===== config.mk =====
export PLATFORM = sky130hd
export DESIGN_NAME = extint_ctrl
export DESIGN_NICKNAME = d
export VERILOG_FILES = /design/src/rtl/extint_pkg.sv /design/src/rtl/extint_sync.sv /design/src/rtl/extint_line.sv /design/src/rtl/extint_ctrl.sv
export SDC_FILE = /design/constraint.sdc
export NUM_CORES = 1
export LEC_CHECK = 0
export ABC_AREA = 0
export BUFFER_PORTS_ARGS = -buffer_cell sky130_fd_sc_hd__buf_2
export CAP_MARGIN = 20
export CELL_PAD_IN_SITES_DETAIL_PLACEMENT = 0
export CELL_PAD_IN_SITES_GLOBAL_PLACEMENT = 1
export CORE_MARGIN = 10
export CORE_UTILIZATION = 49
export DETAILED_ROUTE_END_ITERATION = 12
export MAX_ROUTING_LAYER = met4
export PLACE_DENSITY = 0.78
export SLEW_MARGIN = 10
export SYNTH_ARGS = -nofsm -noshare
export SYNTH_HDL_FRONTEND = slang
export SYNTH_SLANG_ARGS = --single-unit
export TNS_END_PERCENT = 30

===== constraint.sdc =====
create_clock -name clk -period 2.4 [get_ports clk]
set_input_delay 0.48 -clock clk [delete_from_list [all_inputs] [get_ports clk]]
set_output_delay 0.48 -clock clk [all_outputs]
set_load 0.01 [all_outputs]

===== src/rtl/extint_pkg.sv =====
`timescale 1ns/100ps
package extint_pkg;

    typedef enum logic [2:0] {
        TRG_HIGH = 3'd0,
        TRG_LOW  = 3'd1,
        TRG_FALL = 3'd2,
        TRG_RISE = 3'd3,
        TRG_BOTH = 3'd4
    } trig_e;

    localparam int unsigned KIND_W    = 3;
    localparam int unsigned ADR_IEN   = 0;
    localparam int unsigned ADR_WEN   = 1;
    localparam int unsigned ADR_STAT  = 2;
    localparam int unsigned ADR_SWTRG = 3;
    localparam int unsigned ADR_CFG0  = 4;
    localparam int unsigned FILT_LSB  = 4;

endpackage


===== src/rtl/extint_sync.sv =====
`timescale 1ns/100ps
module extint_sync #(
    parameter int unsigned W = 16
) (
    input  logic         clk,
    input  logic         rst_n,
    input  logic [W-1:0] in_i,
    output logic [W-1:0] out_o
);

    typedef struct packed {
        logic [W-1:0] s1;
        logic [W-1:0] s2;
    } sync_t;

    sync_t st_d, st_q;

    always_comb begin
        st_d    = st_q;
        st_d.s1 = in_i;
        st_d.s2 = st_q.s1;
    end

    always_ff @(posedge clk or negedge rst_n) begin
        if (!rst_n) st_q <= '0;
        else        st_q <= st_d;
    end

    assign out_o = st_q.s2;

endmodule


===== src/rtl/extint_line.sv =====
`timescale 1ns/100ps
module extint_line
    import extint_pkg::*;
#(
    parameter int unsigned FILT_W = 4
) (
    input  logic              clk,
    input  logic              rst_n,
    input  logic              raw_i,
    input  logic [KIND_W-1:0] kind_i,
    input  logic [FILT_W-1:0] flen_i,
    output logic              evt_o
);

    typedef struct packed {
        logic [FILT_W-1:0] cnt;
        logic              flt;
        logic              prev;
    } line_t;

    line_t st_d, st_q;

    // deglitch: a differing input must be seen on flen+1 clocks in a row
    always_comb begin
        st_d      = st_q;
        st_d.prev = st_q.flt;
        if (raw_i != st_q.flt) begin
            if (st_q.cnt >= flen_i) begin
                st_d.flt = raw_i;
                st_d.cnt = '0;
            end else begin
                st_d.cnt = st_q.cnt + 1'b1;
            end
        end else begin
            st_d.cnt = '0;
        end
    end

    always_comb begin
        case (kind_i)
            TRG_HIGH: evt_o = st_q.flt;
            TRG_LOW:  evt_o = ~st_q.flt;
            TRG_FALL: evt_o = st_q.prev & ~st_q.flt;
            TRG_RISE: evt_o = ~st_q.prev & st_q.flt;
            TRG_BOTH: evt_o = st_q.prev ^ st_q.flt;
            default:  evt_o = 1'b0;
        endcase
    end

    always_ff @(posedge clk or negedge rst_n) begin
        if (!rst_n) st_q <= '0;
        else        st_q <= st_d;
    end

    // the filtered value only moves after the input differed long enough
    a_r4_filter_hold: assert property (@(posedge clk) disable iff (!rst_n)
        !$stable(st_q.flt) |-> ($past(raw_i) != $past(st_q.flt)) &&
                               ($past(st_q.cnt) >= $past(flen_i)));

    // a rising-edge event coincides with a rise of the filtered value
    a_r3_rise_on_edge: assert property (@(posedge clk) disable iff (!rst_n)
        (kind_i == TRG_RISE && evt_o) |-> $rose(st_q.flt));

endmodule


===== src/rtl/extint_ctrl.sv =====
`timescale 1ns/100ps
module extint_ctrl
    import extint_pkg::*;
#(
    parameter int unsigned NLINES = 16,
    parameter int unsigned FILT_W = 4,
    parameter int unsigned ADDR_W = 6,
    parameter int unsigned DATA_W = 32
) (
    input  logic              clk,
    input  logic              rst_n,
    input  logic [NLINES-1:0] pin_i,
    input  logic              reg_wr_i,
    input  logic [ADDR_W-1:0] reg_addr_i,
    input  logic [DATA_W-1:0] reg_wdata_i,
    output logic [DATA_W-1:0] reg_rdata_o,
    output logic [NLINES-1:0] irq_o,
    output logic              wake_o
);

    localparam int unsigned CFG_W = KIND_W + FILT_W;
    localparam logic [CFG_W-1:0] CFG_RST = CFG_W'(TRG_RISE);

    typedef struct packed {
        logic [NLINES-1:0]             ien;
        logic [NLINES-1:0]             wen;
        logic [NLINES-1:0]             stat;
        logic [NLINES-1:0][CFG_W-1:0]  cfg;
    } regs_t;

    regs_t st_d, st_q;

    logic [NLINES-1:0] pin_s;
    logic [NLINES-1:0] hw_evt;
    logic [NLINES-1:0] clr_m;
    logic [NLINES-1:0] sw_m;

    extint_sync #(.W(NLINES)) u_sync (
        .clk   (clk),
        .rst_n (rst_n),
        .in_i  (pin_i),
        .out_o (pin_s)
    );

    for (genvar g = 0; g < NLINES; g++) begin : g_line
        extint_line #(.FILT_W(FILT_W)) u_line (
            .clk    (clk),
            .rst_n  (rst_n),
            .raw_i  (pin_s[g]),
            .kind_i (st_q.cfg[g][KIND_W-1:0]),
            .flen_i (st_q.cfg[g][CFG_W-1:KIND_W]),
            .evt_o  (hw_evt[g])
        );
    end

    always_comb begin
        st_d  = st_q;
        clr_m = '0;
        sw_m  = '0;
        if (reg_wr_i) begin
            if (reg_addr_i == ADDR_W'(ADR_IEN))   st_d.ien = reg_wdata_i[NLINES-1:0];
            if (reg_addr_i == ADDR_W'(ADR_WEN))   st_d.wen = reg_wdata_i[NLINES-1:0];
            if (reg_addr_i == ADDR_W'(ADR_STAT))  clr_m    = reg_wdata_i[NLINES-1:0];
            if (reg_addr_i == ADDR_W'(ADR_SWTRG)) sw_m     = reg_wdata_i[NLINES-1:0];
            for (int i = 0; i < NLINES; i++) begin
                if (reg_addr_i == ADDR_W'(ADR_CFG0 + i)) begin
                    st_d.cfg[i] = {reg_wdata_i[FILT_LSB +: FILT_W],
                                   reg_wdata_i[KIND_W-1:0]};
                end
            end
        end
        // an event in the same clock as a clear keeps the bit
        st_d.stat = (st_q.stat & ~clr_m) | hw_evt | sw_m;
    end

    always_ff @(posedge clk or negedge rst_n) begin
        if (!rst_n) begin
            st_q.ien  <= '0;
            st_q.wen  <= '0;
            st_q.stat <= '0;
            st_q.cfg  <= {NLINES{CFG_RST}};
        end else begin
            st_q <= st_d;
        end
    end

    always_comb begin
        reg_rdata_o = '0;
        if (reg_addr_i == ADDR_W'(ADR_IEN))  reg_rdata_o = DATA_W'(st_q.ien);
        if (reg_addr_i == ADDR_W'(ADR_WEN))  reg_rdata_o = DATA_W'(st_q.wen);
        if (reg_addr_i == ADDR_W'(ADR_STAT)) reg_rdata_o = DATA_W'(st_q.stat);
        for (int i = 0; i < NLINES; i++) begin
            if (reg_addr_i == ADDR_W'(ADR_CFG0 + i)) begin
                reg_rdata_o[KIND_W-1:0]          = st_q.cfg[i][KIND_W-1:0];
                reg_rdata_o[FILT_LSB +: FILT_W]  = st_q.cfg[i][CFG_W-1:KIND_W];
            end
        end
    end

    assign irq_o  = st_q.stat & st_q.ien;
    assign wake_o = |(st_q.stat & st_q.wen);

    // a status bit only falls when it was written with a 1
    a_r5_clear_by_w1c: assert property (@(posedge clk) disable iff (!rst_n)
        ((~st_q.stat & $past(st_q.stat)) & ~$past(clr_m)) == '0);

    // a software trigger always leaves its bits set
    a_r8_sw_sets: assert property (@(posedge clk) disable iff (!rst_n)
        (|sw_m) |=> ((st_q.stat & $past(sw_m)) == $past(sw_m)));

    // a detection never loses against a clear in the same clock
    a_r5_event_wins: assert property (@(posedge clk) disable iff (!rst_n)
        (|hw_evt) |=> ((st_q.stat & $past(hw_evt)) == $past(hw_evt)));

endmodule


[Word-level counts from Yosys, hierarchy flattened]
Index checks and enable logic that the tools add are counted.
Storage, ports and cells
  register bits: 288
  logic and storage cells: 425
Operators by class
  equal/unequal tests: 99
  $add $sub $neg: 16
  bitwise logic cells: 86
  $lt $le $gt $ge: 16
  mux-type cells: 87
  reductions and logical operators: 52
Operator list (count)
  $mux W4: 48
  $eq A3 B2 Y1 const B: 32
  $mux W16: 5
  $pmux W1 S5: 16
  $reduce_and A2 Y1: 34
  $add A4 B1 Y4 const B: 16
  $ge A4 B4 Y1: 16
  $mux W32: 2
  $and A16 B16 Y16: 3
  $eq A3 B1 Y1 const B: 16
  $eq A3 B3 Y1 const B: 16
  $eq A6 B4 Y1 const B: 8
  $logic_not A3 Y1: 16
  $mux W3: 16
  $and A1 B1 Y1: 32
  $not A1 Y1: 32
  $or A16 B16 Y16: 2
  $eq A6 B3 Y1 const B: 4
  $eq A6 B5 Y1 const B: 4
  $ne A1 B1 Y1: 16
  $not A16 Y16: 1
  $reduce_or A16 Y1: 1
  $xor A1 B1 Y1: 16
  $eq A6 B2 Y1 const B: 2
  other kinds (2): 2

[Logic depth before layout (Yosys ltp)]
Gate-level depths: netlist of the first run.
  depth after elaboration: 20
  depth in mapped cells: 8
  gate-level depth less buffers: 7

[Modules after synthesis]
Synthesis of the first run repeated with hierarchy kept, for this count alone.
Second synthesis, totals
  cells, all modules: 1406
  area total of the unflattened synthesis: 15971.6 µm²
By module, submodules not included
  extint_ctrl: times used 1, cells each 718, area an instance 8324.2 µm²
  extint_line: times used 16, cells each 41, area an instance 427.9 µm²
  extint_sync: times used 1, cells each 32, area an instance 800.8 µm²

[Worst setup path before layout of the first run]
Ideal clock, no wire load.
  path type: input to output
  start: in reg_addr_i[4]
  end: out reg_rdata_o[1]
  arrival: 1.912 ns
  setup slack: 0.008 ns
  cell stages on the path: 6
  path through: or4_4 buf_6 a2bb2oi_1 o22ai_1 nand4_1 a211oi_1
Between the ends
  longest elaborated chain between the ends: 20
  elaborated cells on any way between the ends: 38
Ends and longest elaborated chain
  start, declared: line extint_ctrl.sv:14  | input logic [ADDR_W-1:0] reg_addr_i,
  $logic_not A6 Y1: line extint_ctrl.sv:89  | if (reg_addr_i == ADDR_W'(ADR_IEN)) reg_rdata_o = DATA_W'(st_q.ien);
  $mux W16: line extint_ctrl.sv:89
  $mux W32: line extint_ctrl.sv:90  | if (reg_addr_i == ADDR_W'(ADR_WEN)) reg_rdata_o = DATA_W'(st_q.wen);
  $mux W32: line extint_ctrl.sv:91  | if (reg_addr_i == ADDR_W'(ADR_STAT)) reg_rdata_o = DATA_W'(st_q.stat);
  $mux W3 (15 in a row): line extint_ctrl.sv:93  | if (reg_addr_i == ADDR_W'(ADR_CFG0 + i)) begin
  $mux W3 *: line extint_ctrl.sv:93
  end, declared: line extint_ctrl.sv:16  | output logic [DATA_W-1:0] reg_rdata_o,
Mark *: on every way between the ends. The rest lies on a longest branch, timed or not.

[Final worst setup path of the first run]
  start: in reg_addr_i[3]
  end: out reg_rdata_o[1]
The elaborated chain is that of the path after synthesis.

==> results of run 1 <==
## worst paths after layout
| path | end | depth (start not counted) | slack (ps) |
|---|---|---|---|
| worst max-delay path | reg_rdata_o[1] | 9 | -350 |
| min in group asynchronous | u_sync.st_d[0] | 2 | 480 |
| worst min register to register | u_sync.out_o[7] | 0 | 340 |
| max in group asynchronous | st_q[49] | 3 | 1150 |
| worst max register to register | g_line[7].u_line.st_d[0] | 7 | 600 |
| worst min-delay path | u_sync.st_d[0] | 1 | 70 |
## synth_stat cells, types with 3 or more instances
master / n
sky130_fd_sc_hd__o22ai_1: 8
sky130_fd_sc_hd__ha_1: 112
sky130_fd_sc_hd__a32oi_1: 3
sky130_fd_sc_hd__o32ai_1: 3
sky130_fd_sc_hd__or3_1: 4
sky130_fd_sc_hd__a21o_1: 17
sky130_fd_sc_hd__xnor2_1: 17
sky130_fd_sc_hd__o21ai_0: 106
sky130_fd_sc_hd__dfrtp_1: 256
sky130_fd_sc_hd__nor4b_1: 15
sky130_fd_sc_hd__nor2_8: 3
sky130_fd_sc_hd__dfstp_2: 32
sky130_fd_sc_hd__a22o_1: 4
sky130_fd_sc_hd__o31ai_1: 3
sky130_fd_sc_hd__or4b_1: 3
sky130_fd_sc_hd__mux2_2: 132
sky130_fd_sc_hd__buf_4: 21
sky130_fd_sc_hd__buf_2: 24
sky130_fd_sc_hd__nand2b_1: 21
sky130_fd_sc_hd__nor3_1: 7
sky130_fd_sc_hd__nor2_4: 5
sky130_fd_sc_hd__inv_1: 146
sky130_fd_sc_hd__a211oi_1: 5
sky130_fd_sc_hd__a31oi_1: 5
sky130_fd_sc_hd__and2_1: 17
sky130_fd_sc_hd__a22oi_1: 3
sky130_fd_sc_hd__a32o_1: 3
sky130_fd_sc_hd__nand3_1: 21
sky130_fd_sc_hd__a221oi_1: 24
sky130_fd_sc_hd__o211ai_1: 17
sky130_fd_sc_hd__xor2_1: 47
sky130_fd_sc_hd__nor2b_1: 6
sky130_fd_sc_hd__nand2_1: 91
sky130_fd_sc_hd__nand2_2: 3
sky130_fd_sc_hd__clkbuf_1: 25
sky130_fd_sc_hd__o221ai_1: 5
sky130_fd_sc_hd__mux2i_1: 49
sky130_fd_sc_hd__nor2_1: 105
sky130_fd_sc_hd__a21oi_1: 52
sky130_fd_sc_hd__nor2_2: 8
## per-stage QoR
| stage | hold slack (ps) | instances | power [mW] | cell area [µm²] |
|---|---|---|---|---|
| after floorplan | 184 | 1486 | 9.22 | 15700 |
| after global placement | 332 | 2033 | 10.4 | 17300 |
| after detailed placement | 335 | 2033 | 10.6 | 17300 |
| after CTS | 61.3 | 2101 | 15.9 | 18700 |
| after global routing | 66.6 | 2105 | 16.9 | 18900 |
| final | 69.7 | 2105 | 15.8 | 18900 |
## worst register-to-register path: cells and delay by family (launching register included)
kind | cells | cell delay, ps
fa+ha+maj | 1 | 260
flops | 1 | 390
compound gates | 3 | 460
simple gates | 1 | 140
buf+inv | 1 | 160
mux | 1 | 270
## per-layer routing
| layer | part of all wire, % | routed length (µm) |
|---|---|---|
| met5 | 0 | 0 |
| met4 | 1.5 | 644 |
| met2 | 45 | 19400 |
| met3 | 6.5 | 2800 |
| met1 | 47 | 20000 |
## cell type report
type                            count  area, µm²  area share [%]
Sequential cell                   288       7250            38.3
Multi-Input combinational cell    979       7720            40.9
Clock buffer                       58       1060            5.63
Clock inverter                      4       72.6           0.384
Tap cell                          402        503            2.66
Inverter                          146        548            2.90
Timing Repair Buffer              228       1740            9.21
## cells by family (layout without fill, tap and decap cells)
group,after synthesis,count (layout),synth area share (%)
AOI/OAI and AO/OA,274,274,11.0
xor gates and xnor gates,64,64,3.59
adders and majority gates,112,112,8.97
buffers and inverters,219,436,6.06
DFF,288,288,46.4
muxes,184,184,13.0
other,1,16,0.0240
and+or+nand+nor,329,329,11.0
## registers in the layout, summed over array words and instances (netlist names)
signal / count
u_sync.out_o: 16
g_line.u_line.st_q: 80
u_sync.st_d: 16
g_line.u_line.st_d: 16
st_q: 160
## report_power, final
group	leakage (nW)	switching [mW]	internal [mW]
Combinational	4.96	1.94	1.83
Clock	0.549	1.96	3.23
Sequential	3.50	1.03	5.83
Total	9.01	4.93	10.9
## repair_timing
item                                    4_1_cts  5_1_grt
pin swaps                                    14       10
hold buffers                                  1        0
gates resized for setup                      44       36
setup buffers                                 6        4
endpoints found under the setup margin        7       10
endpoints found under the hold margin        33        0
==> out/qor.json, run 1 <==
{
  "grt-ovfl-total": 0,
  "top_usage_layer": "met2",
  "first_pass_iters": 5,
  "synthToLayoutAreaGrowth_pct": 21.0,
  "worst_ep_arrival_time_ps": 2270,
  "max_freq_mhz": 364,
  "crit-reg2reg-launch": "st_q[52]",
  "route.vias.total": 11500,
  "post_synth_main_area_contributors": "sky130_fd_sc_hd__dfrtp_1 (41%), sky130_fd_sc_hd__mux2_2 (9.5%), sky130_fd_sc_hd__ha_1 (9.0%), sky130_fd_sc_hd__dfstp_2 (5.4%), sky130_fd_sc_hd__inv_1 (3.5%)",
  "h_tree_lvls": 2,
  "groute.usage.overall_pct": 22.6,
  "synthDistinctLibCells": 71,
  "synth_cells": 1471,
  "final_antenna_net_count": 0,
  "timing.critical_path.max_delay_family": "simple AND/OR/NAND/NOR gates",
  "slowest_cp_cell": "sky130_fd_sc_hd__or4_4",
  "synth_largest_type_area_fraction_pct": 41.0,
  "port-buffer-count": 73,
  "critical_path_peak_fanout": 7,
  "globalRouteMet3Util_pct": 4.83,
  "synth-seq-area-share_pct": 46.4,
  "design.die.area_um2": 39400,
  "floorplan.io_pins": 106,
  "first_pass_grt_wire_length_um": 67300,
  "power.density_nw_per_um2": 836,
  "root_buffer": "sky130_fd_sc_hd__clkbuf_16",
  "yosysWarnings": 0,
  "max_cap_viol_count": 0,
  "worst-path-buf-inv": 4,
  "layout_common_cells": "sky130_fd_sc_hd__dfrtp_1 (256), sky130_fd_sc_hd__inv_1 (146), sky130_fd_sc_hd__buf_4 (136)",
  "total_leakage_power_nw": 9.01,
  "pre_cts_setup_slack_ps": -435,
  "worstMarginPinSlew_ps": 1050,
  "failed_checks": "setup timing",
  "hold_path.startpoint": "pin_i[0]",
  "totalWireLength_um": 42800,
  "status": "finished with violations",
  "drive_above_1_share_pct": 29.5,
  "first_global_vias": 11600,
  "cts.path.max_buffers": 3,
  "min_period_over_period_pct": 114,
  "syn_avg_cell_area_um2": 10.6,
  "cts_made_buffers": 34,
  "fin_util_pct": 60.1,
  "hold_class": "in2reg",
  "wl_cell_um": 20.3,
  "synth_largest_area_cell": "sky130_fd_sc_hd__dfrtp_1",
  "global_route.usage.met2_pct": 34.6,
  "fillCellCount": 2688,
  "insertedDiodeCount": 0,
  "timing.critical_path.from": "reg_addr_i[3]",
  "postSynth.asyncResetShare_pct": 100,
  "final_nets": 1846,
  "startpoint_type": "input pin",
  "ir_drop_v": 0.000577,
  "tritoncts_num_sinks": 288,
  "rows": 65,
  "clk_pin_slew_worst_paths_ps": 60,
  "setup.worst_path.end_class": "output pin",
  "drt-vias-per-instance": 5.48,
  "crit_path_max_incr_delay_ps": 580,
  "dieWidth_um": 199,
  "drcViolationCount": 0,
  "postSynthRegisterBits": 288,
  "initial_core_util_pct": 49.6,
  "hpwlAfterDp_um": 31900,
  "minimum_setup_slack_in_the_final_design_ps": -347,
  "tritoncts_clock_tree": "yes",
  "max_slew_margin_pct": 30.1,
  "dominant_register_cell_in_the_synthesized_netlist": "sky130_fd_sc_hd__dfrtp_1",
  "required_ps": 1920,
  "global_routing_met1_resource_utilization_pct": 30.4,
  "report.final.hold_viol_count": 0,
  "critPathKind": "in2out",
  "final.setup_skew_ps": 16.9,
  "worst_path_most_repeated_cell": "sky130_fd_sc_hd__buf_6",
  "place_congestion": 0.940,
  "slew_viol_final": 0,
  "design.core.area_um2": 31500,
  "worstSkewPairLatency_ps": 510,
  "synth_edf_count": 0,
  "fp.dieH_um": 199,
  "setup_viol_count_final": 7,
  "finalSetupTns_ps": -1640,
  "dr.first_iter.drc_count": 634,
  "min_period_ps": 2750,
  "grt_antenna_before_repair": 0,
  "final_common_cell": "sky130_fd_sc_hd__dfrtp_1",
  "grt_max_degree": 68,
  "setup_repair_after_global_routing_missed_its_margin": "true",
  "crit_path_cell_trace": "buf_6 -> or4_4 -> buf_12 -> a2bb2oi_1 -> o22ai_1 -> nand4_1 -> a211oi_2 -> buf_4 -> buf_6",
  "syn-cell-area_um2": 15600
}
No activity file was read; power rests on OpenSTA's default activity.
==> inputs of run 2 (changes only) <==
PLACE_DENSITY = unset   (was 0.78)
PLACE_DENSITY_LB_ADDON = 0.1   (was unset)
==> run 2 against run 1 <==
Compared with the run above:
- the run still ends with setup timing left
- final cell count did not move
- die area did not move
- clock skew rose by 8.5 ps
- via count rose by 0.29%
- critical path depth rose by 1
- largest power group unchanged
==> out/qor.json, run 2 (synthesis gave the netlist of run 1 again) <==
{
  "status": {"value": "finished with violations", "change": "unchanged"},
  "failed_checks": {"value": "setup timing", "change": "unchanged"},
  "multiInputGateArea": {"value": 7730, "unit": "µm²", "change": "was 7720 µm²"},
  "timing.critical_path.from": {"value": "reg_addr_i[4]", "change": "was reg_addr_i[3]"},
  "dieWidth": {"value": 199, "unit": "µm", "change": "unchanged"},
  "reg2reg_slack": {"value": 540, "unit": "ps", "change": "was 600 ps"},
  "ir_drop": {"value": 0.000577, "unit": "V", "change": "about the same"},
  "critical_path_peak_fanout": {"value": 10, "change": "was 7"},
  "floorplan.io_pins": {"value": 106, "change": "unchanged"},
  "crit_path_max_incr_delay": {"value": 430, "unit": "ps", "change": "was 580 ps"},
  "drt-vias-per-instance": {"value": 5.50, "change": "was 5.48"},
  "setup_repair_after_global_routing_missed_its_margin": {"value": "true", "change": "unchanged"},
  "critPathKind": {"value": "in2out", "change": "unchanged"},
  "crit_path_cell_trace": {"value": "buf_2 -> buf_4 -> or3b_4 -> nor2_4 -> buf_4 -> nand2_1 -> a31oi_4 -> o21ai_1 -> buf_4 -> buf_2", "change": "was buf_6 -> or4_4 -> buf_12 -> a2bb2oi_1 -> o22ai_1 -> nand4_1 -> a211oi_2 -> buf_4 -> buf_6"},
  "pre_cts_setup_slack": {"value": -447, "unit": "ps", "change": "was -435 ps"},
  "design.die.area": {"value": 39400, "unit": "µm²", "change": "unchanged"},
  "tritoncts_num_sinks": {"value": 288, "change": "unchanged"},
  "p_total": {"value": 15.7, "unit": "mW", "change": "was 15.8 mW"},
  "totalWireLength": {"value": 44500, "unit": "µm", "change": "was 42800 µm"},
  "setup.worst_path.end_class": {"value": "output pin", "change": "unchanged"},
  "max_slew_margin": {"value": 53.4, "unit": "%", "change": "was 30.1%"},
  "max_freq": {"value": 370, "unit": "MHz", "change": "was 364 MHz"},
  "design.core.area": {"value": 31500, "unit": "µm²", "change": "unchanged"},
  "cp.depth": {"value": 10, "change": "was 9"},
  "synthToLayoutAreaGrowth": {"value": 21.0, "unit": "%", "change": "about the same"},
  "final_antenna_net_count": {"value": 0, "change": "unchanged"},
  "drive_above_1_share": {"value": 29.8, "unit": "%", "change": "was 29.5%"},
  "first_pass_iters": {"value": 5, "change": "unchanged"},
  "dr.first_iter.drc_count": {"value": 783, "change": "was 634"},
  "min_period": {"value": 2700, "unit": "ps", "change": "was 2750 ps"},
  "first_pass_grt_wire_length": {"value": 69800, "unit": "µm", "change": "was 67300 µm"},
  "port-buffer-count": {"value": 73, "change": "unchanged"},
  "worstSkewPairLatency": {"value": 520, "unit": "ps", "change": "was 510 ps"},
  "cts_made_buffers": {"value": 34, "change": "unchanged"},
  "rows": {"value": 65, "change": "unchanged"},
  "final-seq-area": {"value": 7250, "unit": "µm²", "change": "about the same"},
  "place_congestion": {"value": 0.986, "change": "was 0.940"},
  "r2r.worst_path.cells": {"value": 7, "change": "unchanged"},
  "max_cap_viol_count": {"value": 0, "change": "unchanged"},
  "first_global_vias": {"value": 11700, "change": "was 11600"},
  "crit-reg2reg-launch": {"value": "st_q[52]", "change": "unchanged"},
  "setup_viol_count_final": {"value": 7, "change": "unchanged"},
  "largest_reg_flops": {"value": 160, "change": "unchanged"},
  "slowest_cp_cell": {"value": "sky130_fd_sc_hd__or3b_4", "change": "was sky130_fd_sc_hd__or4_4"},
  "clk_pin_slew_worst_paths": {"value": 60, "unit": "ps", "change": "about the same"},
  "report.final.hold_viol_count": {"value": 0, "change": "unchanged"},
  "total_leakage_power": {"value": 9.00, "unit": "nW", "change": "was 9.01 nW"},
  "root_buffer": {"value": "sky130_fd_sc_hd__clkbuf_16", "change": "unchanged"},
  "timing.critical_path.max_delay_family": {"value": "buffers and inverters", "change": "was simple AND/OR/NAND/NOR gates"},
  "worst_path_most_repeated_cell": {"value": "sky130_fd_sc_hd__buf_4", "change": "was sky130_fd_sc_hd__buf_6"},
  "route.vias.total": {"value": 11600, "change": "was 11500"},
  "r2r-end": {"value": "g_line[7].u_line.st_d[0]", "change": "unchanged"},
  "layout_common_cells": {"value": "sky130_fd_sc_hd__dfrtp_1 (255), sky130_fd_sc_hd__inv_1 (146), sky130_fd_sc_hd__buf_4 (133)", "change": "was sky130_fd_sc_hd__dfrtp_1 (256), sky130_fd_sc_hd__inv_1 (146), sky130_fd_sc_hd__buf_4 (136)"},
  "final_common_cell": {"value": "sky130_fd_sc_hd__dfrtp_1", "change": "unchanged"},
  "min_delay_path_depth": {"value": 1, "change": "unchanged"},
  "required": {"value": 1920, "unit": "ps", "change": "about the same"},
  "power.density": {"value": 832, "unit": "nW/µm²", "change": "was 836 nW/µm²"},
  "max_flop_register": {"value": "st_q", "change": "unchanged"},
  "worstMarginPinSlew": {"value": 699, "unit": "ps", "change": "was 1050 ps"},
  "endpoint": {"value": "reg_rdata_o[5]", "change": "was reg_rdata_o[1]"},
  "cts.path.max_buffers": {"value": 3, "change": "unchanged"},
  "h_tree_lvls": {"value": 2, "change": "unchanged"},
  "worst_ep_arrival_time": {"value": 2220, "unit": "ps", "change": "was 2270 ps"},
  "final_nets": {"value": 1844, "change": "was 1846"},
  "wl_cell": {"value": 21.1, "unit": "µm", "change": "was 20.3 µm"},
  "initial_core_util": {"value": 49.6, "unit": "%", "change": "unchanged"},
  "hold_class": {"value": "in2reg", "change": "unchanged"},
  "fillCellCount": {"value": 2723, "change": "was 2688"},
  "fp.dieH": {"value": 199, "unit": "µm", "change": "unchanged"},
  "tritoncts_clock_tree": {"value": "yes", "change": "unchanged"},
  "grt_max_degree": {"value": 71, "change": "was 68"},
  "slew_viol_final": {"value": 0, "change": "unchanged"},
  "drcViolationCount": {"value": 0, "change": "unchanged"},
  "worst-path-buf-inv": {"value": 5, "change": "was 4"},
  "startpoint_type": {"value": "input pin", "change": "unchanged"},
  "final.setup_skew": {"value": 25.4, "unit": "ps", "change": "was 16.9 ps"},
  "top_regs": {"value": "st_q: 160 flops, g_line.u_line.st_q: 80 flops", "change": "unchanged"},
  "min_period_over_period": {"value": 113, "unit": "%", "change": "was 114%"},
  "grt-ovfl-total": {"value": 0, "change": "unchanged"},
  "groute.usage.overall": {"value": 23.5, "unit": "%", "change": "was 22.6%"},
  "minimum_setup_slack_in_the_final_design": {"value": -300, "unit": "ps", "change": "was -347 ps"},
  "hpwlAfterDp": {"value": 33100, "unit": "µm", "change": "was 31900 µm"},
  "grt_antenna_before_repair": {"value": 2, "change": "was 0"}
}
run 2: power by group:
| part | switching, mW | internal, mW |
|---|---|---|
| Sequential | 1.04 | 5.83 |
| Clock | 2.03 | 3.04 |
| Combinational | 1.95 | 1.83 |
| Total | 5.02 | 10.7 |
run 2: area by class of cell:
| class | instances | area share (%) |
|---|---|---|
| Multi-Input combinational cell | 979 | 40.9 |
| Antenna cell | 3 | 0.0397 |
| Clock buffer | 55 | 5.46 |
| Inverter | 146 | 2.90 |
| Timing Repair Buffer | 226 | 9.38 |
| Clock inverter | 6 | 0.311 |
| Sequential cell | 288 | 38.4 |
| Tap cell | 402 | 2.66 |
run 2: per-layer routing:
metal / global-route usage, % / up-vias / wire, µm
met5: - / - / 0
met4: 4.49 / 0 / 612
met3: 4.00 / 46 / 2720
met2: 35.8 / 296 / 20200
met1: 32.7 / 5747 / 21000
li1: - / 5485 / -
run 2: repair_timing:
action	in CTS	in global routing
pin swaps	5	11
hold buffers	1	0
endpoints found under the hold margin	28	0
resized for setup	39	38
setup buffers	2	10
endpoints found under the setup margin	7	16
run 2: worst min-delay path by stage:
stage	startpoint	endpoint	slack, ps
final	pin_i[5]	u_sync.st_d[5]	70
after global routing	pin_i[5]	u_sync.st_d[5]	60
after CTS	pin_i[5]	u_sync.st_d[5]	50
after detailed placement	u_sync.st_d[10]	u_sync.out_o[10]	330
after global placement	u_sync.st_d[15]	u_sync.out_o[15]	330
after floorplan	rst_n	g_line[0].u_line.st_d[0]	180
run 2: through the flow:
stage	instance area [µm²]	std cells	hold slack (ps)	TNS, ps	utilization (%)
2_1_floorplan	15700	1486	184	0	-
3_3_place_gp	17400	2029	332	-7170	55.2
3_5_place_dp	17400	2029	335	-3830	55.2
4_1_cts	18700	2093	52.2	-1800	59.3
5_1_grt	18900	2104	59.0	-1920	60.0
6_report	18900	2105	71.4	-1550	60.0
==> inputs of run 3 (changes only) <==
CORE_UTILIZATION = 35   (was 49)
PLACE_DENSITY = 0.68   (was unset)
PLACE_DENSITY_LB_ADDON = unset   (was 0.1)
==> run 3 against run 2 <==
Compared with the run above:
- the run still ends with setup timing left
- largest cell class unchanged
- sequential share of layout area down 0.13 points
- register-to-register slack better by 40 ps
- sequential power about the same
- core utilization down 17 points
- critical endpoint is now reg_rdata_o[1]
==> out/qor.json, run 3 (synthesis gave the netlist of run 1 again) <==
{
  "clk_pin_slew_worst_paths": {"value": 60, "unit": "ps", "change": "about the same"},
  "seqPwrFrac": {"value": 43.3, "unit": "%", "change": "was 43.7%"},
  "first_pass_iters": {"value": 5, "change": "unchanged"},
  "grt_max_degree": {"value": 74, "change": "was 71"},
  "final_antenna_net_count": {"value": 0, "change": "unchanged"},
  "groute.usage.overall": {"value": 17.3, "unit": "%", "change": "was 23.5%"},
  "numPlacedInstances": {"value": 2221, "change": "was 2029"},
  "p_clk_share": {"value": 32.8, "unit": "%", "change": "was 32.3%"},
  "total_switching_power": {"value": 5.03, "unit": "mW", "change": "was 5.02 mW"},
  "hpwlAfterDp": {"value": 33800, "unit": "µm", "change": "was 33100 µm"},
  "largest_reg_flops": {"value": 160, "change": "unchanged"},
  "route.met2.wl": {"value": 19900, "unit": "µm", "change": "was 20200 µm"},
  "critical_path_peak_fanout": {"value": 5, "change": "was 10"},
  "met1_length": {"value": 21600, "unit": "µm", "change": "was 21000 µm"},
  "min_period_over_period": {"value": 117, "unit": "%", "change": "was 113%"},
  "top_regs": {"value": "st_q: 160 flops, g_line.u_line.st_q: 80 flops", "change": "unchanged"},
  "p_total": {"value": 15.8, "unit": "mW", "change": "was 15.7 mW"},
  "final_nets": {"value": 1838, "change": "was 1844"},
  "status": {"value": "finished with violations", "change": "unchanged"},
  "report.final.hold_viol_count": {"value": 0, "change": "unchanged"},
  "required": {"value": 1920, "unit": "ps", "change": "about the same"},
  "power.combinational.fraction": {"value": 23.8, "unit": "%", "change": "was 24.0%"},
  "first_pass_grt_wire_length": {"value": 70100, "unit": "µm", "change": "was 69800 µm"},
  "final-seq-area": {"value": 7250, "unit": "µm²", "change": "about the same"},
  "design.die.area": {"value": 53500, "unit": "µm²", "change": "was 39400 µm²"},
  "met3RoutedLength": {"value": 2240, "unit": "µm", "change": "was 2720 µm"},
  "port-buffer-count": {"value": 73, "change": "unchanged"},
  "grt_antenna_before_repair": {"value": 4, "change": "was 2"},
  "rows": {"value": 77, "change": "was 65"},
  "setup.worst_path.end_class": {"value": "output pin", "change": "unchanged"},
  "cts.path.max_buffers": {"value": 3, "change": "unchanged"},
  "drive_above_1_share": {"value": 28.4, "unit": "%", "change": "was 29.8%"},
  "final_common_cell": {"value": "sky130_fd_sc_hd__dfrtp_1", "change": "unchanged"},
  "drt-vias-per-instance": {"value": 4.97, "change": "was 5.50"},
  "h_tree_lvls": {"value": 2, "change": "unchanged"},
  "tritoncts_clock_tree": {"value": "yes", "change": "unchanged"},
  "max_freq": {"value": 357, "unit": "MHz", "change": "was 370 MHz"},
  "synthToLayoutAreaGrowth": {"value": 21.3, "unit": "%", "change": "was 21.0%"},
  "cts_made_buffers": {"value": 35, "change": "was 34"},
  "slew_viol_final": {"value": 0, "change": "unchanged"},
  "min_period": {"value": 2800, "unit": "ps", "change": "was 2700 ps"},
  "fillCellCount": {"value": 4231, "change": "was 2723"},
  "drcViolationCount": {"value": 0, "change": "unchanged"},
  "power_report.internal_total": {"value": 10.8, "unit": "mW", "change": "was 10.7 mW"},
  "max_slew_margin": {"value": 58.5, "unit": "%", "change": "was 53.4%"},
  "max_cap_viol_count": {"value": 0, "change": "unchanged"},
  "minimum_setup_slack_in_the_final_design": {"value": -404, "unit": "ps", "change": "was -300 ps"},
  "top_layer_used": {"value": "met4", "change": "unchanged"},
  "fin_worst_hold_slack": {"value": 47.4, "unit": "ps", "change": "was 71.4 ps"},
  "floorplan.io_pins": {"value": 106, "change": "unchanged"},
  "setup_repair_after_global_routing_missed_its_margin": {"value": "true", "change": "unchanged"},
  "design.core.area": {"value": 44200, "unit": "µm²", "change": "was 31500 µm²"},
  "setup_viol_count_final": {"value": 7, "change": "unchanged"},
  "dieWidth": {"value": 231, "unit": "µm", "change": "was 199 µm"},
  "final.setup_skew": {"value": 9.28, "unit": "ps", "change": "was 25.4 ps"},
  "worst_ep_arrival_time": {"value": 2320, "unit": "ps", "change": "was 2220 ps"},
  "tritoncts_num_sinks": {"value": 288, "change": "unchanged"},
  "hold_class": {"value": "in2reg", "change": "unchanged"},
  "fraction_of_power_spent_switching_nets": {"value": 31.9, "unit": "%", "change": "about the same"},
  "totalWireLength": {"value": 44700, "unit": "µm", "change": "was 44500 µm"},
  "power.density": {"value": 833, "unit": "nW/µm²", "change": "was 832 nW/µm²"},
  "worstSkewPairLatency": {"value": 530, "unit": "ps", "change": "was 520 ps"},
  "dr.first_iter.drc_count": {"value": 680, "change": "was 783"},
  "route.vias.total": {"value": 11400, "change": "was 11600"},
  "initial_core_util": {"value": 35.3, "unit": "%", "change": "was 49.6%"},
  "startpoint_type": {"value": "input pin", "change": "unchanged"},
  "worstMarginPinSlew": {"value": 622, "unit": "ps", "change": "was 699 ps"},
  "failed_checks": {"value": "setup timing", "change": "unchanged"},
  "finalSetupTns": {"value": -2080, "unit": "ps", "change": "was -1550 ps"},
  "total_leakage_power": {"value": 8.93, "unit": "nW", "change": "was 9.00 nW"},
  "max_flop_register": {"value": "st_q", "change": "unchanged"},
  "ir_drop": {"value": 0.000388, "unit": "V", "change": "was 0.000577 V"},
  "first_global_vias": {"value": 11600, "change": "was 11700"},
  "root_buffer": {"value": "sky130_fd_sc_hd__clkbuf_16", "change": "unchanged"},
  "final_cell_count_no_fill": {"value": 2291, "change": "was 2105"},
  "fp.dieH": {"value": 231, "unit": "µm", "change": "was 199 µm"},
  "multiInputGateArea": {"value": 7620, "unit": "µm²", "change": "was 7730 µm²"},
  "critPathKind": {"value": "in2out", "change": "unchanged"},
  "layout_common_cells": {"value": "sky130_fd_sc_hd__dfrtp_1 (256), sky130_fd_sc_hd__inv_1 (146), sky130_fd_sc_hd__mux2_2 (132)", "change": "was sky130_fd_sc_hd__dfrtp_1 (255), sky130_fd_sc_hd__inv_1 (146), sky130_fd_sc_hd__buf_4 (133)"},
  "place_congestion": {"value": 0.910, "change": "was 0.986"},
  "grt-ovfl-total": {"value": 0, "change": "unchanged"},
  "wl_cell": {"value": 19.5, "unit": "µm", "change": "was 21.1 µm"}
}
[run 3: changes by cell type in the layout (fill, tap and decap cells not counted), sizes merged]
| cell | previous run | this run |
|---|---|---|
| clkinv | 4 | 7 |
| clkbuf | 56 | 53 |
| buf | 224 | 218 |
| diode | 3 | 4 |
| clkinvlp | 0 | 2 |
| inv | 147 | 146 |
[run 3: metrics by stage]
| step | worst slack (ps) | instance area, µm² | util (%) |
|---|---|---|---|
| floorplan | 7.97 | 15700 | - |
| global placement | -540 | 17600 | 39.9 |
| detailed placement | -495 | 17600 | 39.9 |
| CTS | -374 | 18900 | 42.8 |
| global route | -502 | 19000 | 42.9 |
| finish | -404 | 19000 | 42.9 |
[run 3: power groups by stage]
| stage | sequential, mW | combinational [mW] | clock, mW |
|---|---|---|---|
| floorplan | 6.55 | 2.68 | 0 |
| detailed placement | 6.92 | 3.77 | 0 |
| global placement | 6.88 | 3.63 | 0 |
| finish | 6.84 | 3.76 | 5.19 |
| CTS | 6.85 | 3.83 | 5.35 |
| global route | 6.99 | 4.37 | 5.54 |
[run 3: per-layer routing]
metal	global-route usage, %	up-vias
met4	4.38	0
met5	-	-
li1	-	5491
met3	3.63	54
met1	23.4	5631
met2	25.9	200
[run 3: area by class of cell]
cell class                      instances  area share (%)
Multi-Input combinational cell        979            40.2
Clock inverter                         10           0.422
Inverter                              146            2.89
Timing Repair Buffer                  219            8.79
Sequential cell                       288            38.2
Clock buffer                           53            5.52
Tap cell                              592            3.91
Antenna cell                            4          0.0528
[run 3: timing repair]
| item | 4_1_cts | 5_1_grt |
|---|---|---|
| gates resized for setup | 26 | 4 |
| buffers inserted | 1 | 2 |
| pin swaps | 9 | 1 |
| hold buffers | 1 | 0 |
| endpoints found under the setup margin | 8 | 8 |
| hold endpoints to repair | 35 | 0 |
[run 3: worst max-delay path: stages]
cell	delay, ps
sky130_fd_sc_hd__buf_2	130
sky130_fd_sc_hd__or4_4	590
sky130_fd_sc_hd__buf_6	160
sky130_fd_sc_hd__a2bb2oi_1	140
sky130_fd_sc_hd__o22ai_1	150
sky130_fd_sc_hd__nand4_1	130
sky130_fd_sc_hd__a211oi_2	270
sky130_fd_sc_hd__buf_4	180
sky130_fd_sc_hd__buf_6	100
[run 3: final timing paths]
path	startpoint	endpoint	slack (ps)	cells past startpoint
worst max-delay path	reg_addr_i[5]	reg_rdata_o[1]	-400	9
worst min-delay path	pin_i[10]	u_sync.st_d[10]	50	1
worst max register to register	st_q[66]	g_line[9].u_line.st_d[0]	580	6
worst min register to register	u_sync.st_d[0]	u_sync.out_o[0]	350	0
max in group asynchronous	rst_n	g_line[8].u_line.st_q[4]	1120	3
min in group asynchronous	rst_n	u_sync.st_d[1]	450	2
